<file path="src/rtl/colBurstPkg.sv">
package colBurstPkg;
  // strobes from control to datapath
  typedef struct packed {
    logic load;   // capture a new start
    logic step;   // advance to the next beat
  } burstStrobe_t;

  localparam int CODE_W = 3;
  localparam logic [CODE_W-1:0] LEN_FULL_PAGE = 3'd7;
  localparam int MAX_FIXED_CODE = 3;  // code 3 -> 8 beats
endpackage

</file>
<file path="src/rtl/colBurstPath.sv">
module colBurstPath
  import colBurstPkg::*;
#(
  parameter int COL_W = 10
) (
  input  logic                 clk,
  input  logic                 rstN,
  input  burstStrobe_t         strobe,
  input  logic [COL_W-1:0]     startCol,
  input  logic [CODE_W-1:0]    lenCode,
  input  logic                 interleave,
  output logic [COL_W-1:0]     colOut,
  output logic                 lastBeat
);
  logic [COL_W-1:0] baseQ;
  logic [COL_W-1:0] beatQ;
  logic [COL_W-1:0] maskQ;
  logic             fullQ;
  logic             ilQ;

  logic [COL_W-1:0] maskNext;
  logic [COL_W-1:0] maskEff;
  logic [COL_W-1:0] lowSel;

  // wrap mask for fixed lengths: BL-1; unknown codes behave as length 1
  always_comb begin
    maskNext = '0;
    if (int'(lenCode) <= MAX_FIXED_CODE)
      maskNext = COL_W'((1 << lenCode) - 1);
  end

  always_ff @(posedge clk) begin
    if (!rstN) begin
      baseQ <= '0;
      beatQ <= '0;
      maskQ <= '0;
      fullQ <= 1'b0;
      ilQ   <= 1'b0;
    end else if (strobe.load) begin
      baseQ <= startCol;
      beatQ <= '0;
      maskQ <= maskNext;
      fullQ <= (lenCode == LEN_FULL_PAGE);
      ilQ   <= interleave;
    end else if (strobe.step) begin
      beatQ <= beatQ + 1'b1;
    end
  end

  always_comb begin
    maskEff = fullQ ? '1 : maskQ;
    lowSel  = (ilQ && !fullQ) ? (baseQ ^ beatQ) : (baseQ + beatQ);
    colOut  = (baseQ & ~maskEff) | (lowSel & maskEff);
  end

  // beat index BL-1 equals the wrap mask
  assign lastBeat = !fullQ && (beatQ == maskQ);
endmodule

</file>
<file path="src/rtl/colBurstCtrl.sv">
module colBurstCtrl
  import colBurstPkg::*;
(
  input  logic         clk,
  input  logic         rstN,
  input  logic         startValid,
  input  logic         stopReq,
  input  logic         lastBeat,
  output burstStrobe_t strobe,
  output logic         colValid,
  output logic         colLast,
  output logic         burstDone
);
  logic activeQ;
  logic doneQ;
  logic endNow;

  assign endNow = activeQ && (lastBeat || stopReq);

  always_comb begin
    strobe.load = startValid;
    strobe.step = activeQ && !startValid && !endNow;
  end

  always_ff @(posedge clk) begin
    if (!rstN) begin
      activeQ <= 1'b0;
      doneQ   <= 1'b0;
    end else begin
      doneQ <= endNow;
      if (startValid)
        activeQ <= 1'b1;
      else if (endNow)
        activeQ <= 1'b0;
    end
  end

  assign colValid  = activeQ;
  assign colLast   = activeQ && lastBeat;
  assign burstDone = doneQ;
endmodule

</file>
<file path="src/rtl/colBurstGen.sv">
module colBurstGen
  import colBurstPkg::*;
#(
  parameter int COL_W = 10
) (
  input  logic              clk,
  input  logic              rstN,
  input  logic              startValid,
  input  logic [COL_W-1:0]  startCol,
  input  logic [CODE_W-1:0] lenCode,
  input  logic              interleave,
  input  logic              stopReq,
  output logic [COL_W-1:0]  colOut,
  output logic              colValid,
  output logic              colLast,
  output logic              burstDone
);
  burstStrobe_t strobe;
  logic         lastBeat;

  colBurstCtrl ctrlI (
    .clk       (clk),
    .rstN      (rstN),
    .startValid(startValid),
    .stopReq   (stopReq),
    .lastBeat  (lastBeat),
    .strobe    (strobe),
    .colValid  (colValid),
    .colLast   (colLast),
    .burstDone (burstDone)
  );

  colBurstPath #(.COL_W(COL_W)) pathI (
    .clk       (clk),
    .rstN      (rstN),
    .strobe    (strobe),
    .startCol  (startCol),
    .lenCode   (lenCode),
    .interleave(interleave),
    .colOut    (colOut),
    .lastBeat  (lastBeat)
  );
endmodule

</file>
<file path="config.mk">
export PLATFORM = sky130hd
export DESIGN_NAME = colBurstGen
export DESIGN_NICKNAME = d
export VERILOG_FILES = /design/src/rtl/colBurstPkg.sv /design/src/rtl/colBurstPath.sv /design/src/rtl/colBurstCtrl.sv /design/src/rtl/colBurstGen.sv
export SDC_FILE = /design/constraint.sdc
export NUM_CORES = 1
export LEC_CHECK = 0
export ABC_AREA = 1
export CORE_MARGIN = 5
export CORE_UTILIZATION = 52
export DETAILED_ROUTE_END_ITERATION = 12
export GPL_TIMING_DRIVEN = 0
export PLACE_DENSITY = 0.84
export SLEW_MARGIN = 30
export SYNTH_ARGS = -nofsm -noshare
export SYNTH_HDL_FRONTEND = slang
export SYNTH_HIERARCHICAL = 1
export SYNTH_SLANG_ARGS = --single-unit
</file>
<file path="constraint.sdc">
create_clock -name clk -period 2.86 [get_ports clk]
set_clock_uncertainty 0.15 [all_clocks]
set_input_delay 0.572 -clock clk [delete_from_list [all_inputs] [get_ports clk]]
set_output_delay 0.572 -clock clk [all_outputs]
set_load 0.01 [all_outputs]
</file>
Yosys cells after proc, flatten, opt, wreduce, memory -nomap -nowiden --
Index checks and enable logic that the tools add are counted.
Storage, ports and cells: register bits 34, input port bits 18, output and inout port bits 13, word-level logic and storage cells 37
Operators by class: $add $sub $neg 3, magnitude comparators 1, eq/ne operators 2, shifts and indexed selects 1, multiplexer cells 5, bitwise operators 6, reductions and logical operators 12
Operators by type and width (count):
- 10-bit two-way mux | 3
- 10-bit AND | 2
- 10-bit by 1-bit adder with 10-bit output (second input constant) | 1
- 10-bit adder | 1
- 10-bit equality test | 1
- 10-bit inverter | 1
- 10-bit bitwise OR | 1
- 1-bit by 3-bit << shifter with 10-bit output (first input constant) | 1
- 10-bit by 2-bit subtractor with 10-bit output (second input constant) | 1
- 10-bit bitwise XOR | 1
- 1-bit logical AND | 6
- 3-bit equality test (second input constant) | 1
- 3-bit by 2-bit <= comparator with 1-bit output (second input constant) | 1
- 1-bit zero test | 3
- 1-bit two-way mux | 2
- 2-bit nonzero test | 1
- 2-bit OR reduction | 1
- 1-bit logical OR | 1
- 1-bit inverter | 1

Logic depth before layout (Yosys ltp) --
Gate-level depths: netlist of the first run.
word-level depth 6, depth in mapped cells 16, mapped depth without buffers 16

Hierarchy --
The synthesis of the first run kept the hierarchy.
Modules (own cells, without submodules):
- colBurstPath | times used 1, cells an instance 268, area an instance 1901.8 um2, seq. area each 640.6 um2
- colBurstCtrl | times used 1, cells an instance 12, area an instance 95.1 um2, seq. area each 40.0 um2

Least setup slack after synthesis of the first run --
Ideal clock, no wire load.
path type register to register, start point reg pathI.beatQ[5], end point reg pathI.beatQ[8], setup time 0.121 ns, arrival time 1.992 ns, data required time 2.589 ns, setup slack 0.597 ns, cell stages (with the launch flop) 15, buffers on the path 0, cells stage by stage dfxtp_1 > inv_1 > o22ai_1 > a221oi_1 > nand3_1 > nor2_1 > nor2_2 > nor3b_2 > nand3_2 > nor2_2 > nand2_1 > nor2_2 > nand2_1 > nor3_1 > nor3_2
RTL lines:
- from (decl) | line colBurstPath.sv:16 | logic [COL_W-1:0] beatQ;
- from (signal assigned) | line colBurstPath.sv:46 | beatQ <= beatQ + 1'b1;

Worst setup path after layout of the first run --
start point reg pathI.beatQ[0], end point out colOut[6]
Between the ends: cells in the longest elaborated chain, start to end 4
RTL lines:
- 10-bit adder | line colBurstPath.sv:52 | lowSel = (ilQ && !fullQ) ? (baseQ ^ beatQ) : (baseQ + beatQ);
- 10-bit two-way mux | line colBurstPath.sv:52
- 10-bit AND | line colBurstPath.sv:53 | colOut = (baseQ & ~maskEff) | (lowSel & maskEff);
- 10-bit bitwise OR | line colBurstPath.sv:53
- to (decl) | line colBurstGen.sv:13 | output logic [COL_W-1:0] colOut,
Every way passes these cells.

==> results of run 1 <==
-- cells by family after synthesis --
family | after synthesis | share of synthesized area [%]
and+or+nand+nor | 125 | 28.9
AOI/OAI and AO/OA | 52 | 15.5
adders and majority gates | 12 | 7.89
xor gates and xnor gates | 8 | 3.51
buffers and inverters | 49 | 10.1
DFF | 34 | 34.1
-- through the flow --
stage	setup slack, ps	hold slack, ps	utilization [%]	TNS, ps
floorplan	597	285	-	0
global placement	-27.6	299	63.9	-27.6
detailed placement	-52.9	302	63.9	-52.9
CTS	7.11	312	66.4	0
global route	-36.2	343	68.7	-77.5
finish	80.9	315	68.7	0
-- worst max-delay path, stage by stage (launching register included) --
cell                            delay [ps]
sky130_fd_sc_hd__dfxtp_4               360
sky130_fd_sc_hd__ha_2                  200
sky130_fd_sc_hd__fa_2                  340
sky130_fd_sc_hd__nand3_1                90
sky130_fd_sc_hd__nand2_1                90
sky130_fd_sc_hd__nand3_2               110
sky130_fd_sc_hd__nand3_2                80
sky130_fd_sc_hd__nand2_1                60
sky130_fd_sc_hd__nand2_1                40
sky130_fd_sc_hd__nand3_1                50
sky130_fd_sc_hd__o21ai_0                70
sky130_fd_sc_hd__dlygate4sd2_1         280
-- repair_timing --
action	4_1_cts	5_1_grt
pin swaps	0	1
endpoints found under the setup margin	9	8
gates resized for setup	15	22
hold buffers	0	0
gates cloned	0	0
-- cells in the mapped netlist (2+ instances only) --
cell	instances	area, sq um
sky130_fd_sc_hd__nand2_1	58	218
sky130_fd_sc_hd__inv_1	41	154
sky130_fd_sc_hd__dfxtp_1	34	681
sky130_fd_sc_hd__nor2_1	26	97.6
sky130_fd_sc_hd__nand3_1	18	90.1
sky130_fd_sc_hd__o21ai_0	18	90.1
sky130_fd_sc_hd__a21oi_1	14	70.1
sky130_fd_sc_hd__ha_1	11	138
sky130_fd_sc_hd__nor2_2	7	43.8
sky130_fd_sc_hd__xor2_1	7	61.3
sky130_fd_sc_hd__a22o_1	6	52.6
sky130_fd_sc_hd__nor3_1	5	25.0
sky130_fd_sc_hd__o21ai_1	4	20.0
sky130_fd_sc_hd__o22ai_1	4	25.0
sky130_fd_sc_hd__buf_2	3	15.0
sky130_fd_sc_hd__nand4_1	3	18.8
sky130_fd_sc_hd__a221oi_1	2	17.5
sky130_fd_sc_hd__buf_4	2	15.0
sky130_fd_sc_hd__nand2_2	2	12.5
-- flip-flops by register name (all words and copies together) (netlist names) --
signal	cells
pathI/baseQ	10
pathI/beatQ	10
pathI/maskQ	10
ctrlI/burstDone	1
ctrlI/colValid	1
pathI/fullQ	1
pathI/ilQ	1
-- per-layer routing --
layer | GRT usage (%) | wire length (um)
met5 | 0 | 0
met4 | 8.35 | 82
met3 | 4.02 | 333
met2 | 33.8 | 2290
met1 | 24.1 | 2140
-- final cells by class --
cell class / count / share of cell area, %
Multi-Input combinational cell: 197 / 47.1
Sequential cell: 34 / 27.6
Timing Repair Buffer: 30 / 11.8
Inverter: 43 / 6.37
Clock buffer: 7 / 3.01
Tap cell: 48 / 2.37
Buffer: 6 / 1.73
-- report_power, final --
group	internal, W	switching, W	leakage [nW]
clock	0.000167	0.000164	0.0383
sequential	0.000487	0.0000131	0.283
combinational	0.0000801	0.0000815	0.811
total	0.000734	0.000259	1.13
-- cell usage in the layout, fill, tap and decap left out, types with 6 or more instances in the layout --
master | Yosys | routed
sky130_fd_sc_hd__a21oi_1 | 14 | 14
sky130_fd_sc_hd__nand3_1 | 18 | 15
sky130_fd_sc_hd__dfxtp_2 | 0 | 6
sky130_fd_sc_hd__nor2_2 | 7 | 6
sky130_fd_sc_hd__nand2_1 | 58 | 58
sky130_fd_sc_hd__dlygate4sd2_1 | 0 | 6
sky130_fd_sc_hd__dfxtp_1 | 34 | 25
sky130_fd_sc_hd__clkdlybuf4s50_1 | 0 | 21
sky130_fd_sc_hd__a22o_1 | 6 | 6
sky130_fd_sc_hd__ha_1 | 11 | 6
sky130_fd_sc_hd__nor2_1 | 26 | 26
sky130_fd_sc_hd__o21ai_0 | 18 | 17
sky130_fd_sc_hd__xor2_1 | 7 | 7
sky130_fd_sc_hd__inv_1 | 41 | 40
-- path summary, 6_finish.rpt --
path                  start              to  slack [ps]  cells after the start
max          pathI/beatQ[0]       colOut[6]          80                     11
min reg2reg  pathI/maskQ[5]  pathI/maskQ[5]         320                      2
min          pathI/maskQ[5]  pathI/maskQ[5]         320                      2
max reg2reg  pathI/beatQ[4]  pathI/beatQ[8]         300                     14
==> metrics.md, run 1 <==
| Metric | Value |
|---|---|
| Kind of start point of the critical path | register |
| Maximum number of pins on one net before global-route repair | 11 |
| Cell area after placement | 2360 sq um |
| Final Non-Filler Cells | 365 |
| Violation count after the first detailed-route iteration | 200 |
| Die Width | 72.0 um |
| Post-route cell area | 2530 sq um |
| Category of the critical setup timing path | reg2out |
| Power after layout | 0.000993 W |
| # Max-Cap Violations | 0 |
| Part of the Yosys area used for sequential elements | 34.1% |
| Number of antenna violations at the first check in global routing | 0 |
| Number of buffers added on ports | 30 |
| Total of fill cells in the finished design | 321 |
| Multi-input gate area in the final layout | 1190 sq um |
| Warnings, synthesis | 6 |
| Fmax achieved | 0.360 GHz |
| Area taken by flip-flops and latches | 699 sq um |
| Peak supply drop | 0.312 mV |
| Async set-or-reset flop fraction in the synthesized netlist | 0% |
| Avg Synthesized Cell Area | 7.13 sq um |
| Total detailed-routing wirelength | 4850 um |
| Post-synth net total | 310 |
| Hold violation total from the final report | 0 |
| Total placed cells including tap cells | 358 |
| Antenna Violating Nets Remaining | 0 |
| DPL Wire Length | 3590 um |
| Final setup violation count | 0 |
| Gate Count Post-Synth | 280 |
| Worst setup EP type | output pin |
| Unrepaired setup endpoints after global routing | yes |
| Deepest level of the CTS H-tree | 2 |
| Antenna Diode Count | 0 |
| Clock sinks | 34 |
| Type of the worst min-delay path | reg2reg |
| Die area | 5180 sq um |
| Root cell of the clock tree | sky130_fd_sc_hd__clkbuf_8 |
| Fin crit share | 97.2% |
| Count of flip-flops with a built-in enable after synthesis | 0 |
| Top FF cell, synth | sky130_fd_sc_hd__dfxtp_1 |
| Setup fix buffers added after clock tree synthesis | 0 |
| Number of DRC violations after detailed routing | 0 |
| Post-layout net count | 347 |
| Critical path data arrival time | 2060 ps |
| Status | completed |
| Post-Syn Area | 2000 sq um |
| Power density relative to cell area | 392 nW/um^2 |
| Number of library cell types mapped by synthesis | 34 |
| Worst-path clk slew | 60 ps |
| Cell row count | 22 |
| Core Region | 3690 sq um |
| Clock latency of the later-clocked register in the worst-skew pair | 290 ps |
| Required time at the worst-slack endpoint | 2140 ps |
| Placer's final routability congestion estimate | 0.856 |
| Final count of pins violating max slew | 0 |
| Number of global-route vias before repair | 1753 |
| Via count normalized by instance count | 5.26 |
| Clock tree from TritonCTS | done |
| Count of boundary I/O pins | 31 |
| Register bit count reported by yosys | 34 |
| Length of the first detailed-routing pass in iterations | 4 |
| Per-cell routed wire length | 13.3 um |
| Post-route minimum period | 2780 ps |
| Layout Area Growth over Synthesis | 26.9% |
| Share of layout cells above drive strength 1 | 15.1% |
| Leakage power summed over all cells | 1.13 nW |
| Overflow left after global routing | 0 |
| GRT Util Overall | 19.8% |
| Max-slew headroom | 67.8% |
| Initial core utilization | 54.1% |
| Longest Clk Path Bufs | 2 |
| CP max FO | 6 |
| Inserted Clock Buffers | 5 |
| Vias post-DR | 1919 |
| Least-Margin Pin Slew | 482 ps |
| Global-route wire length before repair | 7930 um |
| Die Y | 72.0 um |
No activity file was read; power rests on OpenSTA's default activity.
==> run 2: changes to the inputs <==
--- a/config.mk
+++ b/config.mk
@@ -6,11 +6,14 @@
 export NUM_CORES = 1
 export LEC_CHECK = 0
 export ABC_AREA = 1
+export CELL_PAD_IN_SITES_DETAIL_PLACEMENT = 0
+export CELL_PAD_IN_SITES_GLOBAL_PLACEMENT = 2
 export CORE_MARGIN = 5
-export CORE_UTILIZATION = 52
+export CORE_UTILIZATION = 30
 export DETAILED_ROUTE_END_ITERATION = 12
 export GPL_TIMING_DRIVEN = 0
-export PLACE_DENSITY = 0.84
+export PLACE_DENSITY = 0.85
+export REMOVE_ABC_BUFFERS = 1
 export SLEW_MARGIN = 30
 export SYNTH_ARGS = -nofsm -noshare
 export SYNTH_HDL_FRONTEND = slang
==> metrics.md, run 2 (synthesis results as in run 1) <==
| Metric | Value |
|---|---|
| Layout Area Growth over Synthesis | 27.7% |
| Count of boundary I/O pins | 31 (unchanged) |
| CP max FO | 6 (unchanged) |
| # Max-Cap Violations | 0 (unchanged) |
| Post-route minimum period | 2780 ps (+2.20 ps) |
| Total placed cells including tap cells | 381 (+6.4%) |
| Status | completed |
| Share of layout cells above drive strength 1 | 15.2% (+0.019 points) |
| Root cell of the clock tree | sky130_fd_sc_hd__clkbuf_8 |
| Final count of pins violating max slew | 0 (unchanged) |
| Placer's final routability congestion estimate | 0.752 (-12%) |
| Maximum number of pins on one net before global-route repair | 18 (+7) |
| Per-cell routed wire length | 13.1 um (-1.4%) |
| Origin of the critical flop-to-flop path | pathI/beatQ[5] |
| Fin crit share | 97.2% (about the same) |
| Final setup violation count | 0 (unchanged) |
| Number of antenna violations at the first check in global routing | 0 (unchanged) |
| Inserted Clock Buffers | 5 (unchanged) |
| Cell row count | 29 (+32%) |
| Die Y | 91.6 um (+27%) |
| Most common cell after layout, fill and taps aside | sky130_fd_sc_hd__nand2_1 |
| Least-Margin Pin Slew | 826 ps (+343 ps) |
| Final Non-Filler Cells | 387 (+6.0%) |
| Core Region | 6420 sq um (+74%) |
| Via count normalized by instance count | 4.79 (-8.9%) |
| Length of the first detailed-routing pass in iterations | 4 (unchanged) |
| Clock latency of the later-clocked register in the worst-skew pair | 290 ps (about the same) |
| Leakage power summed over all cells | 1.09 nW (-3.7%) |
| Antenna Violating Nets Remaining | 0 (unchanged) |
| Longest Clk Path Bufs | 2 (unchanged) |
| DPL Wire Length | 3720 um (+3.6%) |
| Required time at the worst-slack endpoint | 2140 ps (about the same) |
| Highest-count cells in the layout ignoring fill and taps | sky130_fd_sc_hd__nand2_1, sky130_fd_sc_hd__inv_1, sky130_fd_sc_hd__dfxtp_1 |
| Type of the worst min-delay path | reg2reg |
| Fmax achieved | 0.360 GHz (about the same) |
| Number of global-route vias before repair | 1812 (+3.4%) |
| Power density relative to cell area | 400 nW/um^2 (+2.1%) |
| Post-layout net count | 341 (-1.7%) |
| Startpoint of the worst hold path | pathI/maskQ[5] |
| Hold_ws | 333 ps (+17.6 ps) |
| Worst setup EP type | output pin |
| Deepest level of the CTS H-tree | 2 (unchanged) |
| Number of buffers added on ports | 30 (unchanged) |
| Biggest regs | pathI/baseQ x10, pathI/beatQ x10, pathI/maskQ x10 |
| Setup Slack @ Placement | -173 ps (-120 ps) |
| Hold violation total from the final report | 0 (unchanged) |
| Clock sinks | 34 (unchanged) |
| Setup WS post-layout | 78.7 ps (-2.20 ps) |
| Category of the critical setup timing path | reg2out |
| Overflow left after global routing | 0 (unchanged) |
| Worst hold endpoint | pathI/maskQ[5] |
| Global-route wire length before repair | 8830 um (+11%) |
| Total detailed-routing wirelength | 5070 um (+4.5%) |
| Initial core utilization | 31.1% (-23 points) |
| Worst-path clk slew | 70 ps (about the same) |
| Number of DRC violations after detailed routing | 0 (unchanged) |
| Kind of start point of the critical path | register |
| Vias post-DR | 1854 (-3.4%) |
| Number of cells traversed by the worst hold path | 2 (unchanged) |
| GRT Util Overall | 13.2% (-6.6 points) |
| Setup fix buffers added after clock tree synthesis | 0 (unchanged) |
| Unrepaired setup endpoints after global routing | yes |
| Peak supply drop | 0.189 mV (-39%) |
| Reg-to-Reg End | pathI/beatQ[8] |
| Slack of the worst reg-to-reg path | 370 ps (+70 ps) |
| Die area | 8390 sq um (+62%) |
| Critical path data arrival time | 2060 ps (about the same) |
| Violation count after the first detailed-route iteration | 95 (-53%) |
| Power after layout | 0.00102 W (+2.7%) |
| Number of cells on the worst reg-to-reg path | 14 (unchanged) |
| Max-slew headroom | 44.9% (-23 points) |
| Antenna Diode Count | 0 (unchanged) |
| Die Width | 91.6 um (+27%) |
| Clock tree from TritonCTS | done |
[run 2: report_power, final]
part | leakage [nW] | total [W] | internal [W] | switching [W]
clock network | 0.0431 | 0.000365 | 0.000186 | 0.000179
registers | 0.282 | 0.000502 | 0.000486 | 0.0000154
logic | 0.765 | 0.000153 | 0.0000756 | 0.0000776
total | 1.09 | 0.00102 | 0.000748 | 0.000272
[run 2: timing repair]
| action | CTS | global route |
|---|---|---|
| gates resized for setup | 24 | 17 |
| setup endpoints to repair | 10 | 6 |
| hold buffers | 0 | 0 |
| pin swaps | 0 | 2 |
[run 2: cell type report]
type / instances / area [sq um]
Fill cell: 691 / 3870
Timing Repair Buffer: 30 / 289
Multi-Input combinational cell: 197 / 1220
Tap cell: 77 / 96.3
Sequential cell: 34 / 697
Clock buffer: 6 / 82.6
Inverter: 43 / 161
[run 2: how the worst max path moves through the flow]
stage	start	to	slack, ps	cells after the start
floorplan	pathI/beatQ[5]	pathI/beatQ[8]	590	14
global placement	pathI/beatQ[0]	colOut[8]	-170	11
detailed placement	pathI/beatQ[0]	colOut[8]	-170	11
CTS	pathI/beatQ[0]	colOut[8]	-20	10
global route	pathI/beatQ[0]	colOut[8]	-70	11
finish	pathI/beatQ[0]	colOut[8]	80	10
[run 2: through the flow]
stage	setup TNS, ps	instance area, sq um	util [%]
2_1_floorplan	0	1960	-
3_3_place_gp	-327	2350	36.6
3_5_place_dp	-210	2350	36.6
4_1_cts	-46.5	2510	39.0
5_1_grt	-70.3	2550	39.7
6_report	0	2550	39.7
[run 2: metal layers]
| layer | GRT usage [%] | up-vias | wire length, um |
|---|---|---|---|
| li1 | - | 977 | - |
| met1 | 17.2 | 839 | 2510 |
| met2 | 21.0 | 33 | 2260 |
| met3 | 3.80 | 5 | 237 |
| met4 | 4.15 | 0 | 57 |
| met5 | 0 | - | 0 |
[run 2: critical path, cell delays in order (launching register included)]
cell                            delay, ps
sky130_fd_sc_hd__dfxtp_4              390
sky130_fd_sc_hd__ha_2                 220
sky130_fd_sc_hd__fa_2                 210
sky130_fd_sc_hd__nand3_1               80
sky130_fd_sc_hd__nand2_1              110
sky130_fd_sc_hd__nand3_2              100
sky130_fd_sc_hd__o21ai_2              170
sky130_fd_sc_hd__nand3_1               90
sky130_fd_sc_hd__nand3_1               90
sky130_fd_sc_hd__nand2_1               50
sky130_fd_sc_hd__dlygate4sd2_1        280
==> run 3: changes to the inputs <==
--- a/config.mk
+++ b/config.mk
@@ -6,12 +6,14 @@
 export NUM_CORES = 1
 export LEC_CHECK = 0
 export ABC_AREA = 1
+export CAP_MARGIN = 20
 export CELL_PAD_IN_SITES_DETAIL_PLACEMENT = 0
 export CELL_PAD_IN_SITES_GLOBAL_PLACEMENT = 2
 export CORE_MARGIN = 5
 export CORE_UTILIZATION = 30
 export DETAILED_ROUTE_END_ITERATION = 12
 export GPL_TIMING_DRIVEN = 0
+export HOLD_SLACK_MARGIN = 0.08
 export PLACE_DENSITY = 0.85
 export REMOVE_ABC_BUFFERS = 1
 export SLEW_MARGIN = 30
==> results of run 3 <==
Final layout, timing and power as in run 2 (identical DEF).
